--- config.mk ---
export PLATFORM = sky130hd
export DESIGN_NAME = uart_regblk
export DESIGN_NICKNAME = d
export VERILOG_FILES = /design/src/rtl/uart_regblk_pkg.sv /design/src/rtl/uart_rx_queue.sv /design/src/rtl/uart_irq_ctrl.sv /design/src/rtl/uart_id_rom.sv /design/src/rtl/uart_regblk.sv
export SDC_FILE = /design/constraint.sdc
export NUM_CORES = 1
export LEC_CHECK = 0
export ABC_AREA = 1
export BUFFER_PORTS_ARGS = -buffer_cell sky130_fd_sc_hd__buf_2
export CAP_MARGIN = 40
export CORE_MARGIN = 10
export CORE_UTILIZATION = 30
export DETAILED_ROUTE_END_ITERATION = 10
export PLACE_DENSITY = 0.45
export SLEW_MARGIN = 5
export SYNTH_ARGS = -nofsm -noshare
export SYNTH_HDL_FRONTEND = slang
export SYNTH_SLANG_ARGS = --single-unit
--- constraint.sdc ---
create_clock -name clk -period 3.59 [get_ports clk]
set_input_delay 0.1795 -clock clk [delete_from_list [all_inputs] [get_ports clk]]
set_output_delay 0.1795 -clock clk [all_outputs]
set_load 0.005 [all_outputs]
--- src/rtl/uart_regblk_pkg.sv ---
// Package: shared widths, word indices and bit positions for the UART
// register block. Assumes a 4 KB window addressed in 32-bit words.
package uart_regblk_pkg;
    localparam int ENTRY_W   = 11;   // queue entry: 8 data bits plus break tag at bit 10
    localparam int STAT_W    = 11;   // raw status / mask width
    localparam int ILPR_W    = 8;
    localparam int IBRD_W    = 16;
    localparam int FBRD_W    = 6;
    localparam int LCR_W     = 8;
    localparam int CTRL_W    = 16;
    localparam int IFLS_W    = 6;
    localparam int DMAC_W    = 3;

    localparam logic [9:0] WD_DATA = 10'd0;
    localparam logic [9:0] WD_FLAG = 10'd6;
    localparam logic [9:0] WD_ILPR = 10'd8;
    localparam logic [9:0] WD_IBRD = 10'd9;
    localparam logic [9:0] WD_FBRD = 10'd10;
    localparam logic [9:0] WD_LCRH = 10'd11;
    localparam logic [9:0] WD_CTRL = 10'd12;
    localparam logic [9:0] WD_IFLS = 10'd13;
    localparam logic [9:0] WD_MASK = 10'd14;
    localparam logic [9:0] WD_RAW  = 10'd15;
    localparam logic [9:0] WD_MSTA = 10'd16;
    localparam logic [9:0] WD_ICLR = 10'd17;
    localparam logic [9:0] WD_DMAC = 10'd18;

    localparam int BIT_RXST   = 4;   // status bit: receive
    localparam int BIT_TXST   = 5;   // status bit: transmit
    localparam int BIT_FIFOEN = 4;   // line control: FIFO enable
    localparam int BIT_BRK    = 10;  // break tag inside a queue entry

    localparam logic [CTRL_W-1:0] CTRL_RST = 16'h0300;
    localparam logic [IFLS_W-1:0] IFLS_RST = 6'h12;
endpackage

--- src/rtl/uart_rx_queue.sv ---
// Receive queue: circular store of DEPTH entries. In FIFO mode it accepts
// while count < DEPTH; otherwise only while empty (single holding entry).
// A pop with an empty queue is ignored. Assumes one push and one pop
// request at most per cycle.
module uart_rx_queue #(
    parameter int DEPTH = 16,
    parameter int W     = 11
) (
    input  logic                         clk,
    input  logic                         rst_n,
    input  logic                         fifo_en,
    input  logic                         push_valid,
    input  logic [W-1:0]                 push_data,
    output logic                         push_ready,
    input  logic                         pop_req,
    output logic [W-1:0]                 head,
    output logic [$clog2(DEPTH+1)-1:0]   count
);
    localparam int PW = $clog2(DEPTH);
    localparam int CW = $clog2(DEPTH+1);
    localparam logic [PW-1:0] LAST = PW'(DEPTH-1);

    logic [W-1:0]  store [DEPTH];
    logic [PW-1:0] rd_ptr, wr_ptr;
    logic          do_push, do_pop;

    // accept rule depends on mode
    always_comb push_ready = fifo_en ? (count < CW'(DEPTH)) : (count == '0);

    always_comb begin
        do_push = push_valid && push_ready;
        do_pop  = pop_req && (count != '0);
        head    = store[rd_ptr];
    end

    // pointer and count update
    always_ff @(posedge clk) begin
        if (!rst_n) begin
            rd_ptr <= '0;
            wr_ptr <= '0;
            count  <= '0;
        end else begin
            if (do_push) wr_ptr <= (wr_ptr == LAST) ? '0 : wr_ptr + 1'b1;
            if (do_pop)  rd_ptr <= (rd_ptr == LAST) ? '0 : rd_ptr + 1'b1;
            count <= count + CW'(do_push) - CW'(do_pop);
        end
    end

    // entry storage, cleared at reset so stale reads are defined
    always_ff @(posedge clk) begin
        if (!rst_n) begin
            for (int i = 0; i < DEPTH; i++) store[i] <= '0;
        end else if (do_push) begin
            store[wr_ptr] <= push_data;
        end
    end
endmodule

--- src/rtl/uart_irq_ctrl.sv ---
// Interrupt control: holds raw status and mask, applies clear-by-write,
// then event sets (sets win over a same-cycle clear), drives the level irq.
module uart_irq_ctrl #(
    parameter int W    = 11,
    parameter int RXB  = 4,
    parameter int TXB  = 5
) (
    input  logic         clk,
    input  logic         rst_n,
    input  logic         set_tx,
    input  logic         set_rx,
    input  logic         clr_rx,
    input  logic         clr_we,
    input  logic [W-1:0] clr_val,
    input  logic         mask_we,
    input  logic [W-1:0] mask_val,
    output logic [W-1:0] raw,
    output logic [W-1:0] mask,
    output logic         irq
);
    logic [W-1:0] raw_nxt;

    // next raw status: clears first, then sets
    always_comb begin
        raw_nxt = raw;
        if (clr_we) raw_nxt = raw_nxt & ~clr_val;
        if (clr_rx) raw_nxt[RXB] = 1'b0;
        if (set_tx) raw_nxt[TXB] = 1'b1;
        if (set_rx) raw_nxt[RXB] = 1'b1;
    end

    // status and mask registers
    always_ff @(posedge clk) begin
        if (!rst_n) begin
            raw  <= '0;
            mask <= '0;
        end else begin
            raw <= raw_nxt;
            if (mask_we) mask <= mask_val;
        end
    end

    // level interrupt
    always_comb irq = |(raw & mask);
endmodule

--- src/rtl/uart_id_rom.sv ---
// Identification bytes: eight constant bytes chosen by VARIANT.
module uart_id_rom #(
    parameter int VARIANT = 0
) (
    input  logic [2:0] idx,
    output logic [7:0] id_byte
);
    generate
        if (VARIANT == 0) begin : g_std
            // standard byte set
            always_comb begin
                case (idx)
                    3'd0: id_byte = 8'h11;
                    3'd1: id_byte = 8'h10;
                    3'd2: id_byte = 8'h14;
                    3'd3: id_byte = 8'h00;
                    3'd4: id_byte = 8'h0D;
                    3'd5: id_byte = 8'hF0;
                    3'd6: id_byte = 8'h05;
                    default: id_byte = 8'hB1;
                endcase
            end
        end else begin : g_alt
            // alternate byte set
            always_comb begin
                case (idx)
                    3'd0: id_byte = 8'h11;
                    3'd1: id_byte = 8'h00;
                    3'd2: id_byte = 8'h18;
                    3'd3: id_byte = 8'h01;
                    3'd4: id_byte = 8'h0D;
                    3'd5: id_byte = 8'hF0;
                    3'd6: id_byte = 8'h05;
                    default: id_byte = 8'hB1;
                endcase
            end
        end
    endgenerate
endmodule

--- src/rtl/uart_regblk.sv ---
// UART register block top: bus decode, configuration words, flag word,
// transmit stream, receive queue and interrupt control. Reads are
// combinational from current state; all side effects take place at the
// clock edge of the access. Assumes at most one bus access per cycle.
module uart_regblk
    import uart_regblk_pkg::*;
#(
    parameter int DEPTH      = 16,
    parameter int RX_TRIGGER = 1,
    parameter int ID_VARIANT = 0
) (
    input  logic        clk,
    input  logic        rst_n,
    input  logic        bus_sel,
    input  logic        bus_wr,
    input  logic [11:0] bus_addr,
    input  logic [31:0] bus_wdata,
    output logic [31:0] bus_rdata,
    input  logic        rx_valid,
    input  logic [7:0]  rx_data,
    input  logic        rx_brk,
    output logic        rx_ready,
    output logic        tx_valid,
    output logic [7:0]  tx_data,
    output logic        irq
);
    localparam int CW = $clog2(DEPTH+1);

    logic [9:0]         word;
    logic               id_hit, rd_en, wr_en;
    logic [ILPR_W-1:0]  ilpr_q;
    logic [IBRD_W-1:0]  ibrd_q;
    logic [FBRD_W-1:0]  fbrd_q;
    logic [LCR_W-1:0]   lcr_q;
    logic [CTRL_W-1:0]  ctrl_q;
    logic [IFLS_W-1:0]  ifls_q;
    logic [DMAC_W-1:0]  dmac_q;
    logic [ENTRY_W-1:0] q_in, q_head;
    logic [CW-1:0]      q_count;
    logic               fifo_en, pop_req, push_fire, pop_fire;
    int                 cnt_after;
    logic               set_rx, clr_rx, set_tx;
    logic [STAT_W-1:0]  raw, mask;
    logic [7:0]         id_byte;
    logic [7:0]         flags;
    logic               rx_full;

    // address decode
    always_comb begin
        word   = bus_addr[11:2];
        id_hit = (bus_addr[11:5] == 7'h7F);
        rd_en  = bus_sel && !bus_wr && !id_hit;
        wr_en  = bus_sel &&  bus_wr && !id_hit;
    end

    always_comb fifo_en = lcr_q[BIT_FIFOEN];

    // queue input value: break event replaces the character
    always_comb q_in = rx_brk ? ENTRY_W'(1 << BIT_BRK) : {{(ENTRY_W-8){1'b0}}, rx_data};

    always_comb pop_req = rd_en && (word == WD_DATA);

    uart_rx_queue #(.DEPTH(DEPTH), .W(ENTRY_W)) u_rxq (
        .clk        (clk),
        .rst_n      (rst_n),
        .fifo_en    (fifo_en),
        .push_valid (rx_valid),
        .push_data  (q_in),
        .push_ready (rx_ready),
        .pop_req    (pop_req),
        .head       (q_head),
        .count      (q_count)
    );

    // receive interrupt trigger logic on the count after this cycle
    always_comb begin
        push_fire = rx_valid && rx_ready;
        pop_fire  = pop_req && (q_count != '0);
        cnt_after = int'(q_count) + int'(push_fire) - int'(pop_fire);
        set_rx    = push_fire && (cnt_after == RX_TRIGGER);
        clr_rx    = pop_req && (cnt_after == RX_TRIGGER - 1);
        set_tx    = wr_en && (word == WD_DATA);
    end

    uart_irq_ctrl #(.W(STAT_W), .RXB(BIT_RXST), .TXB(BIT_TXST)) u_irq (
        .clk      (clk),
        .rst_n    (rst_n),
        .set_tx   (set_tx),
        .set_rx   (set_rx),
        .clr_rx   (clr_rx),
        .clr_we   (wr_en && (word == WD_ICLR)),
        .clr_val  (bus_wdata[STAT_W-1:0]),
        .mask_we  (wr_en && (word == WD_MASK)),
        .mask_val (bus_wdata[STAT_W-1:0]),
        .raw      (raw),
        .mask     (mask),
        .irq      (irq)
    );

    uart_id_rom #(.VARIANT(ID_VARIANT)) u_id (
        .idx     (bus_addr[4:2]),
        .id_byte (id_byte)
    );

    // flag word from queue state; transmit side is never busy
    always_comb begin
        rx_full = (q_count == CW'(DEPTH)) || (!fifo_en && q_count != '0);
        flags   = 8'h80;
        flags[6] = rx_full;
        flags[4] = (q_count == '0);
    end

    // configuration word storage
    always_ff @(posedge clk) begin
        if (!rst_n) begin
            ilpr_q <= '0;
            ibrd_q <= '0;
            fbrd_q <= '0;
            lcr_q  <= '0;
            ctrl_q <= CTRL_RST;
            ifls_q <= IFLS_RST;
            dmac_q <= '0;
        end else if (wr_en) begin
            case (word)
                WD_ILPR: ilpr_q <= bus_wdata[ILPR_W-1:0];
                WD_IBRD: ibrd_q <= bus_wdata[IBRD_W-1:0];
                WD_FBRD: fbrd_q <= bus_wdata[FBRD_W-1:0];
                WD_LCRH: lcr_q  <= bus_wdata[LCR_W-1:0];
                WD_CTRL: ctrl_q <= bus_wdata[CTRL_W-1:0];
                WD_IFLS: ifls_q <= bus_wdata[IFLS_W-1:0];
                WD_DMAC: dmac_q <= bus_wdata[DMAC_W-1:0];
                default: ;
            endcase
        end
    end

    // transmit stream: one-cycle pulse after a data write
    always_ff @(posedge clk) begin
        if (!rst_n) begin
            tx_valid <= 1'b0;
            tx_data  <= '0;
        end else begin
            tx_valid <= set_tx;
            if (set_tx) tx_data <= bus_wdata[7:0];
        end
    end

    // read data multiplexer
    always_comb begin
        bus_rdata = '0;
        if (bus_sel && !bus_wr) begin
            if (id_hit) begin
                bus_rdata = {24'b0, id_byte};
            end else begin
                case (word)
                    WD_DATA: bus_rdata = 32'(q_head);
                    WD_FLAG: bus_rdata = 32'(flags);
                    WD_ILPR: bus_rdata = 32'(ilpr_q);
                    WD_IBRD: bus_rdata = 32'(ibrd_q);
                    WD_FBRD: bus_rdata = 32'(fbrd_q);
                    WD_LCRH: bus_rdata = 32'(lcr_q);
                    WD_CTRL: bus_rdata = 32'(ctrl_q);
                    WD_IFLS: bus_rdata = 32'(ifls_q);
                    WD_MASK: bus_rdata = 32'(mask);
                    WD_RAW:  bus_rdata = 32'(raw);
                    WD_MSTA: bus_rdata = 32'(raw & mask);
                    WD_DMAC: bus_rdata = 32'(dmac_q);
                    default: bus_rdata = '0;
                endcase
            end
        end
    end
endmodule

==> summary.log, run 1 <==
[place] # port buffers 66
[synthesis] FFs w/ async S/R, synth 0
[place] sum of net half-perimeters after detailed placement 27.3 mm
[timing] number of setup violations in the final report 0
[drt] routed wire length 39.8 mm
[drt] Initial DRT Pass Iterations 5
[timing] setup repair after global routing missed its margin no
[timing] portion of the clock cycle consumed by the worst path in the final layout 0.872
[final_layout] area overhead of the layout relative to synthesis 16.3%
[cts] worst-case clock buffer depth 3
[critical_path] family with the most delay on the worst path adder cells
[synthesis] post-synthesis cell type count 41
[cts] H-Tree Depth 1
[cts] number of clock sinks 255
[hold_path] worst min path class in -> reg
[floorplanning] total number of placement rows 74
[timing] minimum clock period after layout 3.13 ns
[floorplanning] full die area 49900 um2
[synthesis] Yosys top cell by area sky130_fd_sc_hd__edfxtp_1
[synthesis] average footprint of a synthesized cell 8.24 um2
[cts] number of buffers created by CTS 29
[grt] Overflow after GRT 0
[critical_path] cell type with the highest occurrence count on the critical path sky130_fd_sc_hd__inv_1
[drt] remaining antenna violation count after routing 0
[synthesis] cell count after synthesis 1505
[floorplanning] total core area 40800 um2
[place] routability-driven placement congestion ratio 0.865
[synthesis] cell types occupying the most area after synthesis sky130_fd_sc_hd__edfxtp_1, sky130_fd_sc_hd__dfxtp_1, sky130_fd_sc_hd__nand2_1, sky130_fd_sc_hd__nor2_1, sky130_fd_sc_hd__nand3_1
[timing] headroom to the max-slew limit 0.517
[critical_path] Worst Path Class, Setup reg -> reg
[pwr] standby leakage power 6.03 nW
[grt] vias in the first global route 10200
[cts] clock tree from TritonCTS done
[critical_path] Critical Path Start Type register
[timing] Final TNS setup 0 ns
[critical_path] required time reported for the critical path endpoint 4.06 ns
[synthesis] share of the synthesized area in the top cell type 0.349
[critical_path] CP max FO 4
[cts] source-to-sink clock delay at the later pin of the worst-skew pair 0.58 ns
[pwr] worst-case vdd ir drop 388 uV
[critical_path] CP Capture Type register
[floorplanning] count of pins on the block boundary 101
[timing] Final Skew 0.00967 ns
[place] placed insts 2066
[synthesis] mapped cell area 12400 um2
[drt] count of vias placed by the detailed router 10400
[cts] total of cells resized after clock tree synthesis 0
[drt] DRC viols 0
[critical_path] critical path cell sequence inv_1 -> ha_1 -> nand4_1 -> inv_1 -> nor3_4 -> ha_1 -> inv_1 -> ha_1 -> inv_1 -> fa_1 -> o21ai_0 -> xor2_1 -> nand3_1 -> nor2_1 -> nand2_1 -> nand2_1 -> nand2_1
[pwr] cell area power density 494 nW/um2
[critical_path] slowest CP cell sky130_fd_sc_hd__fa_1
[final_layout] proportion of layout cells with a drive suffix above 1 0.124
[synthesis] number of flops mapped to enable cells by yosys 144
[timing] worst slew pin tran 0.724 ns
[final_layout] nets@finish 1656
[critical_path] Worst Path Arrival 3.60 ns
[drt] WL/cell 18.6 um
[drt] DR iter-0 viols 805
[status] run status completed
[floorplanning] starting utilization of the core area 0.304
[timing] number of hold violations in the final report 0
[synthesis] most used standard cells in the synthesized netlist sky130_fd_sc_hd__nand2_1, sky130_fd_sc_hd__nor2_1, sky130_fd_sc_hd__edfxtp_1, sky130_fd_sc_hd__nand3_1, sky130_fd_sc_hd__inv_1
[synthesis] Seq/Total Area, Yosys 0.528
[final_layout] count of antenna diodes in the layout 0
[final_layout] number of cells in the finished layout apart from fillers 2138
[floorplanning] chip width 223 um
[cts] number of hold buffers added after cts 18
[synthesis] most common cell in the synthesized netlist sky130_fd_sc_hd__nand2_1
[critical_path] Max stage delay on crit path 0.42 ns
[synthesis] register bit count reported by yosys 255
[synthesis] main flop type after synthesis sky130_fd_sc_hd__edfxtp_1
[grt] antenna violations before repair 1
[timing] fin. max-slew vios 0
[floorplanning] vertical die dimension 223 um
[synthesis] number of warnings printed during yosys synthesis 0
[grt] total track usage 0.155
[final_layout] layout filler cell count 4256
[cts] clock edge transition at the registers on the reported setup and hold paths 0.06 ns
[grt] maximum number of pins on one net before global-route repair 59
[critical_path] buffers plus inverters on the worst setup path 4
[drt] drt via density 4.86
[grt] first-pass GRT wire length 61.0 mm
[timing] maximum achievable frequency 319 MHz
[flow_run] Maximum Capacitance Violations 0
[cts] CTS root buffer sky130_fd_sc_hd__clkbuf_16
[cts] setup bufs post-CTS 0
[final cells by class]
| type | count | area (um2) | area share |
|---|---|---|---|
| Sequential cell | 255 | 6550 | 0.454 |
| Multi-Input combinational cell | 1047 | 4960 | 0.344 |
| Clock buffer | 39 | 793 | 0.0550 |
| Tap cell | 532 | 666 | 0.0461 |
| Timing Repair Buffer | 116 | 791 | 0.0548 |
| Clock inverter | 15 | 165 | 0.0115 |
| Inverter | 134 | 505 | 0.0350 |
[placed cells by master, fill, tap and decap left out, types with 2 or more instances in the layout]
master,instances
sky130_fd_sc_hd__edfxtp_1,144
sky130_fd_sc_hd__nand4_1,11
sky130_fd_sc_hd__conb_1,16
sky130_fd_sc_hd__nor2_4,9
sky130_fd_sc_hd__inv_2,8
sky130_fd_sc_hd__nor3_2,2
sky130_fd_sc_hd__o21ai_0,116
sky130_fd_sc_hd__dlygate4sd3_1,18
sky130_fd_sc_hd__nand3_1,137
sky130_fd_sc_hd__nand2_2,18
sky130_fd_sc_hd__nor3_1,10
sky130_fd_sc_hd__clkbuf_16,29
sky130_fd_sc_hd__clkinv_2,4
sky130_fd_sc_hd__nor2_1,269
sky130_fd_sc_hd__a211oi_2,3
sky130_fd_sc_hd__clkbuf_8,3
sky130_fd_sc_hd__a41oi_1,2
sky130_fd_sc_hd__o211ai_1,18
sky130_fd_sc_hd__ha_1,14
sky130_fd_sc_hd__nand2_1,280
sky130_fd_sc_hd__nor2_8,2
sky130_fd_sc_hd__nor2_2,9
sky130_fd_sc_hd__dfxtp_1,110
sky130_fd_sc_hd__nor3_4,3
sky130_fd_sc_hd__a211oi_1,2
sky130_fd_sc_hd__bufinv_16,3
sky130_fd_sc_hd__nand2_4,2
sky130_fd_sc_hd__inv_1,121
sky130_fd_sc_hd__o21ai_1,12
sky130_fd_sc_hd__a21oi_1,101
sky130_fd_sc_hd__clkbuf_1,7
sky130_fd_sc_hd__xnor2_1,2
sky130_fd_sc_hd__buf_4,30
sky130_fd_sc_hd__clkinv_1,9
sky130_fd_sc_hd__buf_12,3
sky130_fd_sc_hd__buf_2,65
sky130_fd_sc_hd__xor2_1,2
[registers in the layout, indices dropped and copies added, names as in the netlist, named ones only]
signal / flops
dmac_q: 3
ctrl_q: 16
u_rxq.wr_ptr: 4
tx_valid: 1
u_rxq.rd_ptr: 4
u_rxq.count: 5
lcr_q: 8
ibrd_q: 16
fbrd_q: 6
u_rxq.store: 144
u_irq.raw: 11
u_irq.mask: 11
tx_data: 8
ifls_q: 6
ilpr_q: 8
[report_power, final]
group	total [mW]	internal [mW]	leakage, nW	switching [mW]
clock	3.02	1.77	0.467	1.25
sequential	3.25	3.20	2.38	0.0451
combinational	0.857	0.261	3.18	0.595
total	7.12	5.23	6.03	1.89
[tightest hold or removal path, stage by stage]
cell,delay [ns]
sky130_fd_sc_hd__buf_2,0.07
sky130_fd_sc_hd__nand2_1,0.04
sky130_fd_sc_hd__buf_4,0.21
sky130_fd_sc_hd__nor2_1,0.12
[cells by family after synthesis]
group	after synthesis	synth area share
compound gates	257	0.111
other cells	1	0.000302
fa+ha+maj	15	0.0157
buf+inv	218	0.0768
xor+xnor	4	0.00283
simple gates	755	0.265
flops	255	0.528
[layer usage]
metal  GRT usage  share of wire
met5           0        0.00033
met3      0.0229          0.050
met1       0.214           0.47
met4      0.0397          0.022
met2       0.247           0.46
[stage by stage]
| stage | hold WS (ns) | utilization | cell area (um2) | total power [mW] | setup WS [ns] |
|---|---|---|---|---|---|
| after global placement | 0.384 | 0.325 | 13300 | 4.14 | 0.467 |
| after CTS | 0.143 | 0.353 | 14400 | 7.19 | 0.420 |
| after detailed placement | 0.383 | 0.325 | 13300 | 4.15 | 0.440 |
| final | 0.167 | 0.353 | 14400 | 7.12 | 0.459 |
| after floorplan | 0.271 | - | 12500 | 3.87 | 0.814 |
| after global routing | 0.150 | 0.353 | 14400 | 7.43 | 0.187 |
[final timing paths]
| check | startpoint | end | slack, ns | depth (start not counted) |
|---|---|---|---|---|
| max | u_rxq.count[3]$_SDFF_PN0_ | u_irq.raw[4]$_SDFFE_PN0P_ | 0.46 | 17 |
| min reg2reg | u_irq.raw[10]$_SDFFE_PN0P_ | u_irq.raw[10]$_SDFFE_PN0P_ | 0.45 | 2 |
| min | rx_data[1] | u_rxq.store[10][1]$_SDFFCE_PN0P_ | 0.17 | 4 |
| max reg2reg | u_rxq.count[3]$_SDFF_PN0_ | u_irq.raw[4]$_SDFFE_PN0P_ | 0.46 | 17 |
No activity file was read; power rests on OpenSTA's default activity.
==> run 2, diff against run 1 <==
Settings changed: ABC_AREA 1 to default.
==> summary.log, run 2 <==
[synthesis] register bit count reported by yosys 255 [unchanged]
[synthesis] post-synthesis cell type count 73 [+78%]
[pwr] standby leakage power 4.97 nW [-18%]
[synthesis] number of flops mapped to enable cells by yosys 144 [unchanged]
[pwr] cell area power density 505 nW/um2 [+2.2%]
[timing] fin. max-slew vios 0 [unchanged]
[drt] DRC viols 0 [unchanged]
[place] placed insts 1709 [-17%]
[drt] drt via density 4.95 [+2.0%]
[cts] clock edge transition at the registers on the reported setup and hold paths 0.06 ns [about the same]
[timing] Final Skew 0.0111 ns [+0.00146 ns]
[final_layout] count of antenna diodes in the layout 0 [unchanged]
[floorplanning] full die area 49700 um2 [-0.40%]
[drt] routed length on met3 1.77 mm [-11%]
[flow_run] Maximum Capacitance Violations 0 [unchanged]
[grt] maximum number of pins on one net before global-route repair 71 [+20%]
[drt] DR iter-0 viols 651 [-19%]
[synthesis] Yosys top cell by area sky130_fd_sc_hd__edfxtp_1
[synthesis] cell types occupying the most area after synthesis sky130_fd_sc_hd__edfxtp_1, sky130_fd_sc_hd__dfxtp_1, sky130_fd_sc_hd__mux4_2, sky130_fd_sc_hd__nor2_1, sky130_fd_sc_hd__mux2i_1
[drt] Initial DRT Pass Iterations 8 [+3]
[critical_path] CP Capture Type output pin
[grt] antenna violations before repair 1 [unchanged]
[critical_path] buffers plus inverters on the worst setup path 2 [-2]
[synthesis] cell count after synthesis 1138 [-24%]
[synthesis] mapped cell area 12300 um2 [-0.44%]
[synthesis] FFs w/ async S/R, synth 0 [unchanged]
[hold_path] worst min path class in -> reg
[floorplanning] total number of placement rows 74 [unchanged]
[timing] minimum clock period after layout 3.35 ns [+0.224 ns]
[critical_path] Critical Path Start Type register
[drt] count of vias placed by the detailed router 8810 [-15%]
[drt] routed wire length 37.3 mm [-6.3%]
[synthesis] most used standard cells in the synthesized netlist sky130_fd_sc_hd__nor2_1, sky130_fd_sc_hd__nand2_1, sky130_fd_sc_hd__edfxtp_1, sky130_fd_sc_hd__dfxtp_1, sky130_fd_sc_hd__mux2i_1
[pwr] Overall Power 7.30 mW [+2.6%]
[place] # port buffers 66 [unchanged]
[critical_path] number of cells on the critical path 7 [-10]
[drt] uppermost routed layer met5
[timing] number of setup violations in the final report 0 [unchanged]
[drt] total routed wire length on the met1 layer 16.9 mm [-9.9%]
[cts] source-to-sink clock delay at the later pin of the worst-skew pair 0.56 ns [-0.02 ns]
[critical_path] critical path cell sequence buf_4 -> mux4_2 -> nor2_1 -> o21ai_0 -> nand2_1 -> a221oi_1 -> buf_2
[floorplanning] vertical die dimension 223 um [-0.20%]
[final_layout] number of flip-flops under the largest register name 144 [unchanged]
[status] run status completed
[synthesis] number of warnings printed during yosys synthesis 0 [unchanged]
[critical_path] Worst Path Class, Setup reg -> out
[cts] number of buffers created by CTS 29 [unchanged]
[final_layout] proportion of layout cells with a drive suffix above 1 0.182 [+0.0581]
[cts] CTS root buffer sky130_fd_sc_hd__clkbuf_16
[critical_path] family with the most delay on the worst path flip-flops
[cts] setup bufs post-CTS 0 [unchanged]
[grt] total track usage 0.146 [-0.00872]
[place] sum of net half-perimeters after detailed placement 25.8 mm [-5.6%]
[drt] remaining antenna violation count after routing 0 [unchanged]
[synthesis] main flop type after synthesis sky130_fd_sc_hd__edfxtp_1
[pwr] worst-case vdd ir drop 336 uV [-13%]
[synthesis] most common cell in the synthesized netlist sky130_fd_sc_hd__nor2_1
[critical_path] Max stage delay on crit path 0.78 ns [+0.36 ns]
[floorplanning] chip width 223 um [-0.20%]
[synthesis] Seq/Total Area, Yosys 0.530 [+0.00236]
[timing] number of hold violations in the final report 0 [unchanged]
[final_layout] number of cells in the finished layout apart from fillers 1779 [-17%]
[drt] WL/cell 20.9 um [+13%]
[critical_path] required time reported for the critical path endpoint 3.41 ns [-0.65 ns]
[hold_path] depth of the worst hold-timing path 2 [-2]
[final_layout] Largest Register u_rxq.store
[floorplanning] starting utilization of the core area 0.303 [-0.000661]
[grt] vias in the first global route 8985 [-12%]
[cts] clock tree from TritonCTS done
[floorplanning] count of pins on the block boundary 101 [unchanged]
[final_layout] post-route design area 14500 um2 [+0.30%]
[final_layout] most frequent standard cell in the layout excluding fill and tap cells sky130_fd_sc_hd__nor2_1
[cts] number of clock sinks 255 [unchanged]
[synthesis] share of the synthesized area in the top cell type 0.350 [+0.00156]
[synthesis] average footprint of a synthesized cell 10.8 um2 [+32%]
[final_layout] nets@finish 1297 [-22%]
[timing] maximum achievable frequency 298 MHz [-6.7%]
[critical_path] slowest CP cell sky130_fd_sc_hd__dfxtp_2
[floorplanning] total core area 40700 um2 [-0.23%]
[place] routability-driven placement congestion ratio 0.837 [-3.3%]
[timing] portion of the clock cycle consumed by the worst path in the final layout 0.934 [+0.0623]
[final_layout] area overhead of the layout relative to synthesis 17.2%
[grt] Overflow after GRT 0 [unchanged]
[timing] setup repair after global routing missed its margin no
[timing] Final TNS setup 0 ns [unchanged]
[critical_path] Worst Path Arrival 3.18 ns [-0.42 ns]
[critical_path] number of cells on the worst reg-to-reg path 16 [-1]
[drt] met2 wirelength from detailed routing 17.7 mm [-2.1%]
[final_layout] core occupancy in the finished layout 0.355 [+0.00188]
[timing] headroom to the max-slew limit 0.428 [-0.0885]
[timing] worst slew pin tran 0.853 ns [+0.130 ns]
[grt] first-pass GRT wire length 56.9 mm [-6.8%]
[place] area post-placement 13300 um2 [+0.32%]
[critical_path] CP max FO 18 [+14]
[cts] H-Tree Depth 1 [unchanged]
[final_layout] Top Registers u_rxq.store (144), ctrl_q (16), ibrd_q (16)
[final_layout] most frequent cells in the layout sky130_fd_sc_hd__nor2_1, sky130_fd_sc_hd__nand2_1, sky130_fd_sc_hd__edfxtp_1, sky130_fd_sc_hd__dfxtp_1, sky130_fd_sc_hd__buf_2
[cts] worst-case clock buffer depth 3 [unchanged]
-- run 2: changes by cell type after synthesis, sizes merged, moves of 20 or more --
| cell | previous run | this run |
|---|---|---|
| a21boi | 0 | 38 |
| nor2b | 0 | 59 |
| mux2i | 0 | 63 |
| nor2 | 289 | 184 |
| o21ai | 128 | 16 |
| a21oi | 101 | 32 |
| a22oi | 0 | 20 |
| nand3 | 137 | 30 |
| nand2 | 300 | 157 |
| mux4 | 0 | 35 |
| inv | 130 | 17 |
-- run 2: path summary, 6_finish.rpt --
| path | startpoint | end | slack (ns) |
|---|---|---|---|
| max reg2reg | u_rxq.count[3]$_SDFF_PN0_ | u_irq.raw[4]$_SDFFE_PN0P_ | 0.27 |
| min reg2reg | u_irq.raw[0]$_SDFFE_PN0P_ | u_irq.raw[0]$_SDFFE_PN0P_ | 0.44 |
| min | rst_n | ifls_q[4]$_SDFFE_PN1P_ | 0.02 |
| max | register | bus_rdata[0] | 0.24 |
-- run 2: cells by family after synthesis --
family          Yosys count  synth area share
simple gates            493             0.199
flops                   255             0.530
compound gates          164            0.0919
mux                     102             0.119
buf+inv                 102            0.0401
fa+ha+maj                15            0.0158
xor+xnor                  6           0.00426
other cells               1          0.000304
-- run 2: power by group --
part	leakage (nW)	switching, mW	internal [mW]	total, mW
Clock	0.486	1.23	1.84	3.06
Combinational	2.10	0.607	0.374	0.980
Sequential	2.38	0.0615	3.20	3.26
Total	4.97	1.89	5.41	7.30
-- run 2: layout make-up --
type,count,area (um2)
multi-input cells,796,5370
clock buffers,35,788
inverters,17,63.8
fillers,4095,26300
well taps,532,666
flip-flops and latches,255,6550
repair buffers,125,848
clock inverters,19,189
-- run 2: timing repair --
action,CTS,global route
gates resized for setup,0,1
endpoints found under the hold margin,45,0
hold buffers,16,0
endpoints found under the setup margin,0,1
-- run 2: worst register-to-register path, stage by stage, from the launching register on --
cell and delay, ns:
sky130_fd_sc_hd__dfxtp_1 0.31, sky130_fd_sc_hd__inv_1 0.12, sky130_fd_sc_hd__ha_1 0.16, sky130_fd_sc_hd__or3b_1 0.39
sky130_fd_sc_hd__nor2_2 0.21, sky130_fd_sc_hd__nor4_4 0.09, sky130_fd_sc_hd__ha_1 0.28, sky130_fd_sc_hd__inv_1 0.05
sky130_fd_sc_hd__ha_1 0.15, sky130_fd_sc_hd__inv_1 0.06, sky130_fd_sc_hd__fa_1 0.41, sky130_fd_sc_hd__nand2b_1 0.16
sky130_fd_sc_hd__a21oi_1 0.18, sky130_fd_sc_hd__nor3_1 0.08, sky130_fd_sc_hd__a2111o_1 0.37, sky130_fd_sc_hd__nand2_1 0.08
sky130_fd_sc_hd__o211ai_1 0.08
-- run 2: routing by layer --
layer,vias up,track usage
met2,220,0.240
met4,2,0.0362
met5,-,0
li1,4206,-
met1,4325,0.193
met3,57,0.0288
-- run 2: stage by stage --
| step | hold slack, ns | setup WS, ns |
|---|---|---|
| floorplan | 0.267 | 0.311 |
| global placement | 0.417 | 0.177 |
| detailed placement | 0.423 | 0.137 |
| CTS | 0.0222 | 0.118 |
| global route | 0.0289 | 0.00991 |
| finish | 0.0206 | 0.235 |
==> run 3, diff against run 2 <==
Settings changed: CORE_UTILIZATION 30 to 50, PLACE_DENSITY 0.45 to 0.68, SKIP_LAST_GASP from default to 1.
==> summary.log, run 3 (synthesis results as in run 2) <==
[status] run status completed
[final_layout] area overhead of the layout relative to synthesis 14.4%
[drt] DR iter-0 viols 717 [+10%]
[cts] clock tree from TritonCTS done
[drt] drt via density 5.79 [+17%]
[final_layout] most frequent standard cell in the layout excluding fill and tap cells sky130_fd_sc_hd__nor2_1
[pwr] internal power 5.41 mW [about the same]
[cts] H-Tree Depth 1 [unchanged]
[final_layout] most frequent cells in the layout sky130_fd_sc_hd__nor2_1, sky130_fd_sc_hd__nand2_1, sky130_fd_sc_hd__edfxtp_1, sky130_fd_sc_hd__dfxtp_1, sky130_fd_sc_hd__buf_2
[drt] total routed wire length on the met1 layer 13.5 mm [-20%]
[pwr] cell area power density 513 nW/um2 [+1.5%]
[floorplanning] chip width 177 um [-21%]
[drt] DRC viols 0 [unchanged]
[final_layout] nets@finish 1289 [-0.62%]
[floorplanning] total number of placement rows 57 [-23%]
[floorplanning] vertical die dimension 177 um [-21%]
[pwr] switching power 1.83 mW [-3.6%]
[cts] source-to-sink clock delay at the later pin of the worst-skew pair 0.55 ns [about the same]
[timing] Setup WS post-layout 0.331 ns [+0.0954 ns]
[final_layout] Top Registers u_rxq.store (144), ctrl_q (16), ibrd_q (16)
[final_layout] number of flip-flops under the largest register name 144 [unchanged]
[floorplanning] starting utilization of the core area 0.508 [+0.205]
[grt] Overflow after GRT 0 [unchanged]
[pwr] part of the total power dissipated in sequential elements 0.451 [+0.004]
[timing] setup repair after global routing missed its margin no
[critical_path] CP Capture Type register
[timing] Final Skew 0.0159 ns [+0.00480 ns]
[drt] count of vias placed by the detailed router 9050 [+2.7%]
[timing] minimum clock period after layout 3.26 ns [-0.0954 ns]
[pwr] proportion of power drawn by combinational gates 0.131 [-0.003]
[pwr] clock share of power 0.418 [about the same]
[cts] worst-case clock buffer depth 3 [unchanged]
[critical_path] Critical Path Start Type register
[critical_path] CP max FO 4 [-14]
[place] minimum setup slack after placement 0.0374 ns [-0.0996 ns]
[final_layout] proportion of layout cells with a drive suffix above 1 0.184 [+0.00147]
[pwr] switch share 0.252 [-0.00702]
[final_layout] Largest Register u_rxq.store
[place] sum of net half-perimeters after detailed placement 22.2 mm [-14%]
[timing] headroom to the max-slew limit 0.412 [-0.0159]
[cts] CTS root buffer sky130_fd_sc_hd__clkbuf_16
[flow_run] Maximum Capacitance Violations 0 [unchanged]
[place] # port buffers 66 [unchanged]
[critical_path] required time reported for the critical path endpoint 4.00 ns [+0.59 ns]
[pwr] standby leakage power 4.93 nW [-0.80%]
[cts] clock edge transition at the registers on the reported setup and hold paths 0.06 ns [about the same]
[grt] antenna violations before repair 0 [-1]
[drt] met2 wirelength from detailed routing 15.6 mm [-12%]
[floorplanning] total core area 24300 um2 [-40%]
[hold_path] worst min path class in -> reg
[timing] portion of the clock cycle consumed by the worst path in the final layout 0.908 [-0.0266]
[drt] routed wire length 33.0 mm [-11%]
[drt] routed length on met3 2.61 mm [+48%]
[timing] number of hold violations in the final report 0 [unchanged]
[place] routability-driven placement congestion ratio 0.947 [+13%]
[floorplanning] full die area 31400 um2 [-37%]
[timing] Hold Slack 0.0275 ns [+0.00692 ns]
[critical_path] Worst Path Class, Setup reg -> reg
[floorplanning] count of pins on the block boundary 101 [unchanged]
[final_layout] number of cells in the finished layout apart from fillers 1562 [-12%]
[grt] maximum number of pins on one net before global-route repair 64 [-9.9%]
[drt] uppermost routed layer met4
[timing] fin. max-slew vios 0 [unchanged]
[timing] worst slew pin tran 0.870 ns [+0.0163 ns]
[drt] Initial DRT Pass Iterations 6 [-2]
[grt] vias in the first global route 8895 [-1.0%]
[place] placed insts 1499 [-12%]
[timing] number of setup violations in the final report 0 [unchanged]
[timing] Final TNS setup 0 ns [unchanged]
[pwr] worst-case vdd ir drop 545 uV [+62%]
[drt] remaining antenna violation count after routing 0 [unchanged]
[grt] total track usage 0.207 [+0.0605]
[critical_path] Worst Path Arrival 3.66 ns [+0.48 ns]
[drt] WL/cell 21.1 um [+0.90%]
[timing] maximum achievable frequency 307 MHz [+2.9%]
[grt] first-pass GRT wire length 51.2 mm [-10%]
[cts] number of clock sinks 255 [unchanged]
[cts] number of buffers created by CTS 27 [-6.9%]
==> run 3: changes by cell type in the layout (fill, tap and decap cells not counted), moves of 2 or more <==
cell,before,now
sky130_fd_sc_hd__dlygate4sd3_1,16,11
sky130_fd_sc_hd__clkinv_1,8,4
sky130_fd_sc_hd__bufinv_16,4,6
sky130_fd_sc_hd__clkbuf_16,29,27
sky130_fd_sc_hd__clkbuf_8,4,2
sky130_fd_sc_hd__clkinv_4,0,2
==> run 3: area by class of cell <==
| type | count | area [um2] |
|---|---|---|
| fill | 2040 | 10200 |
| sequential | 255 | 6550 |
| multi-input combinational | 796 | 5370 |
| timing repair buffer | 119 | 771 |
| clock buffer | 30 | 707 |
| tap | 324 | 405 |
| clock inverter | 20 | 256 |
| inverter | 17 | 63.8 |
| antenna | 1 | 2.50 |
==> run 3: what timing repair did <==
item,CTS,global route
gates resized for setup,0,1
buffers inserted,0,1
hold buffers,11,0
hold endpoints to repair,31,0
endpoints found under the setup margin,0,1
==> run 3: routing by layer <==
metal	up-vias	track usage
met3	80	0.0412
li1	4186	-
met4	0	0.0795
met2	382	0.335
met5	-	0
met1	4402	0.267
==> run 3: worst max-delay path, cell delays in order (launching register included) <==
cell and delay, ns:
sky130_fd_sc_hd__dfxtp_1 0.31, sky130_fd_sc_hd__inv_1 0.11, sky130_fd_sc_hd__ha_1 0.16, sky130_fd_sc_hd__or3b_1 0.40
sky130_fd_sc_hd__nor2_2 0.18, sky130_fd_sc_hd__nor4_4 0.08, sky130_fd_sc_hd__ha_1 0.27, sky130_fd_sc_hd__inv_1 0.05
sky130_fd_sc_hd__ha_1 0.15, sky130_fd_sc_hd__inv_1 0.06, sky130_fd_sc_hd__fa_1 0.41, sky130_fd_sc_hd__nand2b_1 0.16
sky130_fd_sc_hd__a21oi_1 0.19, sky130_fd_sc_hd__nor3_1 0.08, sky130_fd_sc_hd__a2111o_1 0.37, sky130_fd_sc_hd__nand2_1 0.08
sky130_fd_sc_hd__o211ai_1 0.08
==> run 3: power by group through the flow <==
stage | Combinational (mW) | Clock [mW] | Sequential [mW]
after floorplan | 0.690 | 0 | 3.29
after global placement | 0.913 | 0 | 3.32
after detailed placement | 0.931 | 0 | 3.33
after CTS | 0.943 | 3.05 | 3.26
after global routing | 1.04 | 3.16 | 3.28
final | 0.946 | 3.03 | 3.26
==> run 3: through the flow <==
step,power [mW],util,area (um2)
finish,7.24,0.581,14100
global route,7.48,0.580,14100
CTS,7.25,0.580,14100
detailed placement,4.26,0.536,13000
global placement,4.23,0.535,13000
floorplan,3.98,-,12400
==> run 3: worst paths after layout <==
check | start | to | slack (ns) | cells after the start
setup / recovery | u_rxq.count[3]$_SDFF_PN0_ | u_irq.raw[4]$_SDFFE_PN0P_ | 0.33 | 16
hold reg to reg | u_irq.raw[8]$_SDFFE_PN0P_ | u_irq.raw[8]$_SDFFE_PN0P_ | 0.45 | 2
hold / removal | bus_wdata[5] | lcr_q[5]$_SDFFE_PN0P_ | 0.03 | 3
setup reg to reg | u_rxq.count[3]$_SDFF_PN0_ | u_irq.raw[4]$_SDFFE_PN0P_ | 0.33 | 16
